<file path="config.mk">
export PLATFORM = sky130hd
export DESIGN_NAME = codec_stat_reg
export DESIGN_NICKNAME = d
export VERILOG_FILES = /design/src/rtl/codec_stat_pkg.sv /design/src/rtl/codec_stat_flag.sv /design/src/rtl/codec_stat_pwr.sv /design/src/rtl/codec_stat_irq.sv /design/src/rtl/codec_stat_reg.sv
export SDC_FILE = /design/constraint.sdc
export NUM_CORES = 1
export LEC_CHECK = 0
export BUFFER_PORTS_ARGS = -buffer_cell sky130_fd_sc_hd__buf_4
export CORE_AREA = 2 2 41 43
export CTS_CLUSTER_SIZE = 14
export DETAILED_ROUTE_END_ITERATION = 10
export DIE_AREA = 0 0 43 45
export PLACE_DENSITY_LB_ADDON = 0.2
export SLEW_MARGIN = 10
export SYNTH_ARGS = -nofsm -noshare
export SYNTH_HDL_FRONTEND = slang
export SYNTH_SLANG_ARGS = --single-unit
export TNS_END_PERCENT = 5
</file>
<file path="constraint.sdc">
create_clock -name clk -period 1 [get_ports clk]
set_input_delay 0.15 -clock clk [delete_from_list [all_inputs] [get_ports clk]]
set_output_delay 0.15 -clock clk [all_outputs]
set_load 0.02 [all_outputs]
</file>
<file path="src/rtl/codec_stat_pkg.sv">
package codec_stat_pkg;
    localparam int NFLAG     = 3;
    // flag index order fixes the reply byte layout (index 2 is the MSB)
    localparam int FLG_PLAY  = 0;
    localparam int FLG_STORE = 1;
    localparam int FLG_PWR   = 2;
endpackage

</file>
<file path="src/rtl/codec_stat_flag.sv">
module codec_stat_flag (
    input  logic clk,
    input  logic rst_n,
    input  logic set_i,
    input  logic clr_i,
    output logic q_o
);
    typedef struct packed {
        logic flag;
    } flag_st_t;

    flag_st_t st_d, st_q;

    always_comb begin
        st_d = st_q;
        if (clr_i) st_d.flag = 1'b0;
        if (set_i) st_d.flag = 1'b1;
    end

    always_ff @(posedge clk or negedge rst_n) begin
        if (!rst_n) st_q <= '0;
        else        st_q <= st_d;
    end

    assign q_o = st_q.flag;

    // set dominates a clear in the same cycle
    a_r10_set_dominates: assert property (@(posedge clk) disable iff (!rst_n)
        set_i |=> q_o);
    // a clear without a set drops the flag
    a_r5_clear_drops: assert property (@(posedge clk) disable iff (!rst_n)
        (clr_i && !set_i) |=> !q_o);
    // with no event the flag holds
    a_r3_flag_holds: assert property (@(posedge clk) disable iff (!rst_n)
        (!clr_i && !set_i) |=> $stable(q_o));
endmodule

</file>
<file path="src/rtl/codec_stat_pwr.sv">
module codec_stat_pwr #(
    parameter int PWR_W = 5
) (
    input  logic             clk,
    input  logic             rst_n,
    input  logic             load_i,
    input  logic [PWR_W-1:0] val_i,
    input  logic             clr_i,
    output logic [PWR_W-1:0] q_o
);
    typedef struct packed {
        logic [PWR_W-1:0] level;
    } pwr_st_t;

    pwr_st_t st_d, st_q;

    always_comb begin
        st_d = st_q;
        if (clr_i)  st_d.level = '0;
        if (load_i) st_d.level = val_i;
    end

    always_ff @(posedge clk or negedge rst_n) begin
        if (!rst_n) st_q <= '0;
        else        st_q <= st_d;
    end

    assign q_o = st_q.level;

    // a page end captures the reading
    a_r6_load_value: assert property (@(posedge clk) disable iff (!rst_n)
        load_i |=> (q_o == $past(val_i)));
    // without page end or reset the reading holds
    a_r6_hold_value: assert property (@(posedge clk) disable iff (!rst_n)
        (!load_i && !clr_i) |=> $stable(q_o));
endmodule

</file>
<file path="src/rtl/codec_stat_irq.sv">
module codec_stat_irq #(
    parameter int NEV = 3
) (
    input  logic           clk,
    input  logic           rst_n,
    input  logic [NEV-1:0] ev_i,
    input  logic           en_i,
    input  logic           ack_i,
    input  logic           clr_i,
    output logic           irq_o
);
    typedef struct packed {
        logic pend;
    } irq_st_t;

    irq_st_t st_d, st_q;
    logic    raise;

    always_comb begin
        raise = (|ev_i) && en_i;
        st_d  = st_q;
        if (ack_i || clr_i) st_d.pend = 1'b0;
        if (raise)          st_d.pend = 1'b1;
    end

    always_ff @(posedge clk or negedge rst_n) begin
        if (!rst_n) st_q <= '0;
        else        st_q <= st_d;
    end

    assign irq_o = st_q.pend;

    // the line only rises after an enabled event
    a_r7_rise_needs_enable: assert property (@(posedge clk) disable iff (!rst_n)
        $rose(irq_o) |-> $past((|ev_i) && en_i));
    // a read with no competing enabled event lowers the line
    a_r8_read_lowers: assert property (@(posedge clk) disable iff (!rst_n)
        (ack_i && !((|ev_i) && en_i)) |=> !irq_o);
    // general reset with no enabled event lowers the line
    a_r11_reset_lowers: assert property (@(posedge clk) disable iff (!rst_n)
        (clr_i && !((|ev_i) && en_i)) |=> !irq_o);
endmodule

</file>
<file path="src/rtl/codec_stat_reg.sv">
module codec_stat_reg
    import codec_stat_pkg::*;
#(
    parameter int PWR_W = 5
) (
    input  logic               clk,
    input  logic               rst_n,
    input  logic               irq_en,
    input  logic               store_done,
    input  logic               play_done,
    input  logic               page_end,
    input  logic [PWR_W-1:0]   power_in,
    input  logic               load_store,
    input  logic               load_play,
    input  logic               gen_reset,
    input  logic               rd_stb,
    output logic [PWR_W+2:0]   status_byte,
    output logic               irq
);
    localparam int STAT_W = PWR_W + NFLAG;

    typedef struct packed {
        logic [STAT_W-1:0] reply;
    } reply_st_t;

    logic [NFLAG-1:0] flag_set, flag_clr, flag_q;
    logic [PWR_W-1:0] power_q;
    reply_st_t        rep_d, rep_q;

    always_comb begin
        flag_set           = '0;
        flag_clr           = '0;
        flag_set[FLG_PLAY]  = play_done;
        flag_set[FLG_STORE] = store_done;
        flag_set[FLG_PWR]   = page_end;
        flag_clr[FLG_PLAY]  = load_play  | gen_reset;
        flag_clr[FLG_STORE] = load_store | gen_reset;
        flag_clr[FLG_PWR]   = rd_stb     | gen_reset;
    end

    generate
        for (genvar i = 0; i < NFLAG; i++) begin : g_flag
            codec_stat_flag u_flag (
                .clk   (clk),
                .rst_n (rst_n),
                .set_i (flag_set[i]),
                .clr_i (flag_clr[i]),
                .q_o   (flag_q[i])
            );
        end
    endgenerate

    codec_stat_pwr #(.PWR_W(PWR_W)) u_pwr (
        .clk    (clk),
        .rst_n  (rst_n),
        .load_i (page_end),
        .val_i  (power_in),
        .clr_i  (gen_reset),
        .q_o    (power_q)
    );

    codec_stat_irq #(.NEV(NFLAG)) u_irq (
        .clk   (clk),
        .rst_n (rst_n),
        .ev_i  (flag_set),
        .en_i  (irq_en),
        .ack_i (rd_stb),
        .clr_i (gen_reset),
        .irq_o (irq)
    );

    always_comb begin
        rep_d = rep_q;
        if (rd_stb) rep_d.reply = {flag_q, power_q};
    end

    always_ff @(posedge clk or negedge rst_n) begin
        if (!rst_n) rep_q <= '0;
        else        rep_q <= rep_d;
    end

    assign status_byte = rep_q.reply;

    // a read captures the pre-update flags and power field
    a_r9_snapshot: assert property (@(posedge clk) disable iff (!rst_n)
        rd_stb |=> (status_byte == $past({flag_q, power_q})));
    // the reply does not move between reads
    a_r9_reply_stable: assert property (@(posedge clk) disable iff (!rst_n)
        !rd_stb |=> $stable(status_byte));
    // a read alone never drops the store flag
    a_r3_read_keeps_store: assert property (@(posedge clk) disable iff (!rst_n)
        (rd_stb && flag_q[FLG_STORE] && !load_store && !gen_reset) |=> flag_q[FLG_STORE]);
    // a read alone never drops the play flag
    a_r4_read_keeps_play: assert property (@(posedge clk) disable iff (!rst_n)
        (rd_stb && flag_q[FLG_PLAY] && !load_play && !gen_reset) |=> flag_q[FLG_PLAY]);
endmodule

</file>
==> metrics.txt <==
status complete, no violations; Mapped Avg Cell Area 15.4 um^2; Post-DP HPWL 891 um; Worst Hold Endpoint g_flag[1].u_flag.q_o; met1 Use GR 17.8%; vias in the first global route 446; area share of the largest cell type after synthesis 67.5%; Reg2Reg Launch Point g_flag[0].u_flag.q_o; core area 0.00147 mm^2; Num CTS Buffers 3; global-route wire length before repair 1.97 mm; Max IR drop VDD 896 uV; count of state elements after synthesis 17; GR peak layer met2; initial antenna violation count 0; fillers 132; met2 Resource Use GR 22.1%; Async SR Flop Fraction 100%; largest net degree at the start of global routing 18; Hold WC Path Type in2reg; PD cells 1600 mW/mm^2; RSZ-0062 raised after global routing true; YS warnings 0; critical path's top delay family flip-flops; worst flop-to-flop path endpoint g_flag[0].u_flag.q_o; CP max-delay cell dfrtp_1; layout cells sized above 1 55.7%; Die ar. 0.00194 mm^2; Vias per Instance 5.28; Synth Net Count 56; post-synthesis cell area 631 um^2; crit end category primary output; final setup TNS 0 ns; gpl congestion 0.720; worst path arrival time 0.82 ns; final setup violation count 0; final design utilization 61.2%; Final Hold Vio Count 0; Pleak 0.446 nW; port bufs 23; met3 usage in global routing 4.40%; initial core utilization 42.9%; DRT iter0 DRCs 5; Setup CP Type reg2out; Ant. Diodes 0; CTS Buffer Depth 2; H-tree Lvls 1; hold_sp store_done; DRC Markers 0; Worst-Skew Late Latency 0.28 ns; Yosys cell types 10; PnR worst setup slack 0.0317 ns; Total GRT Usage 14.4%; Final Max Tran Viols 0; Clock transition at path regs 0.10 ns; cell with the most instances after synthesis dfrtp_1; # nets final 86; Ports 24; Register-to-Register Path Depth 2; Data required, critical path 0.85 ns; r2r setup slk 0.11 ns; final instance area 901 um^2; synth cell count leaders 17 x dfrtp_1, 8 x mux2_2, 6 x a22o_1; die width 43 um; Hold Path Cell Cnt 2; CP cell instances buf_6; Max Clk Rate 1.03 GHz; root buf cell clkbuf_4; min Tclk post-route 0.968 ns; cell taking the most area after synthesis dfrtp_1; Worst slew margin 78.8%; Crit path buffers/inverters 1; CP max FO 2; final wirelength 1.21 mm; ranking of synthesized cells by area dfrtp_1 67%, mux2_2 14%, a22o_1 8.3%; Max Clock Skew 0.00797 ns; grt ovf 0; CTS sink count 17; first-pass detailed-route iteration total 4; Worst Tran Pin Value 0.316 ns; Rows 14; Design Power 1.45 mW; WHS 0.0559 ns; max-cap violation count 0; final cell count without fillers 86; Die Y 45 um; EDFF count, synth 0; pre-CTS setup slack 0.0587 ns; area grow syn2layout 42.9%; Via Count 454; Synth Flop Type dfrtp_1; Seq/Total Area, Yosys 67.5%; peak per-stage delay on the critical path 0.40 ns; synthesized instance count 41; Cells after DPL 78; final worst path period share 96.8%; average routed wire per standard cell 14.0 um; CTS tree built; placed inst area 807 um^2; antenna-violating nets left 0; Setup crit start kind register
==> cell type report <==
class	instances	area (um^2)	share of cell area (%)
repair buffers	27	239	26.5
flip-flops and latches	17	425	47.2
clock buffers	3	22.5	2.50
multi-input cells	22	189	21.0
well taps	16	20.0	2.22
clock inverters	1	5.00	0.556
==> sequential cells by signal, summed over array words and instances, names as in the netlist <==
name,flops
status_byte,8
u_pwr.q_o,5
g_flag.u_flag.q_o,3
u_irq.irq_o,1
==> power breakdown <==
group | internal (mW) | total (mW) | switching [mW] | leakage, nW
Clock | 0.148 | 0.356 | 0.207 | 0.0177
Combinational | 0.179 | 0.302 | 0.123 | 0.222
Sequential | 0.750 | 0.788 | 0.0387 | 0.206
Total | 1.08 | 1.45 | 0.369 | 0.446
==> cells in the final DEF (no fill, tap or decap) <==
| master | n |
|---|---|
| a22o_1 | 6 |
| a21o_1 | 2 |
| dfrtp_1 | 17 |
| or3_1 | 1 |
| buf_6 | 9 |
| or2_2 | 1 |
| nor3b_1 | 1 |
| nor2_1 | 3 |
| clkbuf_4 | 3 |
| clkinv_2 | 1 |
| mux2_2 | 8 |
| buf_4 | 17 |
| dlygate4sd3_1 | 1 |
==> routing by layer <==
metal | wire length, um | vias to the layer above | part of all wire [%]
met3 | 68 | 4 | 5.6
li1 | - | 207 | -
met1 | 514 | 229 | 43
met4 | 19 | 0 | 1.6
met2 | 605 | 14 | 50
met5 | 0 | - | 0
==> kinds of logic (layout without fill, tap and decap cells) <==
kind of cell / after synthesis / count (layout) / synth area share, %
AOI/OAI and AO/OA: 8 / 8 / 10.7
buffers and inverters: 2 / 31 / 2.58
DFF: 17 / 17 / 67.5
muxes: 8 / 8 / 14.3
and+or+nand+nor: 6 / 6 / 4.96
==> worst max-delay path by stage <==
stage | startpoint | end | slack (ns) | cells past startpoint
finish | status_byte[2] | status_byte[2] | 0.03 | 1
global route | status_byte[2] | status_byte[2] | -0.02 | 1
CTS | status_byte[0] | status_byte[0] | 0.0005 | 1
detailed placement | page_end | u_irq.irq_o | 0.06 | 3
global placement | page_end | u_irq.irq_o | 0.08 | 3
floorplan | page_end | u_irq.irq_o | 0.12 | 3
==> what timing repair did <==
item / in CTS / in global routing
hold buffers: 1 / 0
buffers inserted: 0 / 3
resized for setup: 0 / 9
setup endpoints to repair: 0 / 9
hold endpoints to repair: 17 / 0
(Power assumes the default switching activity.)
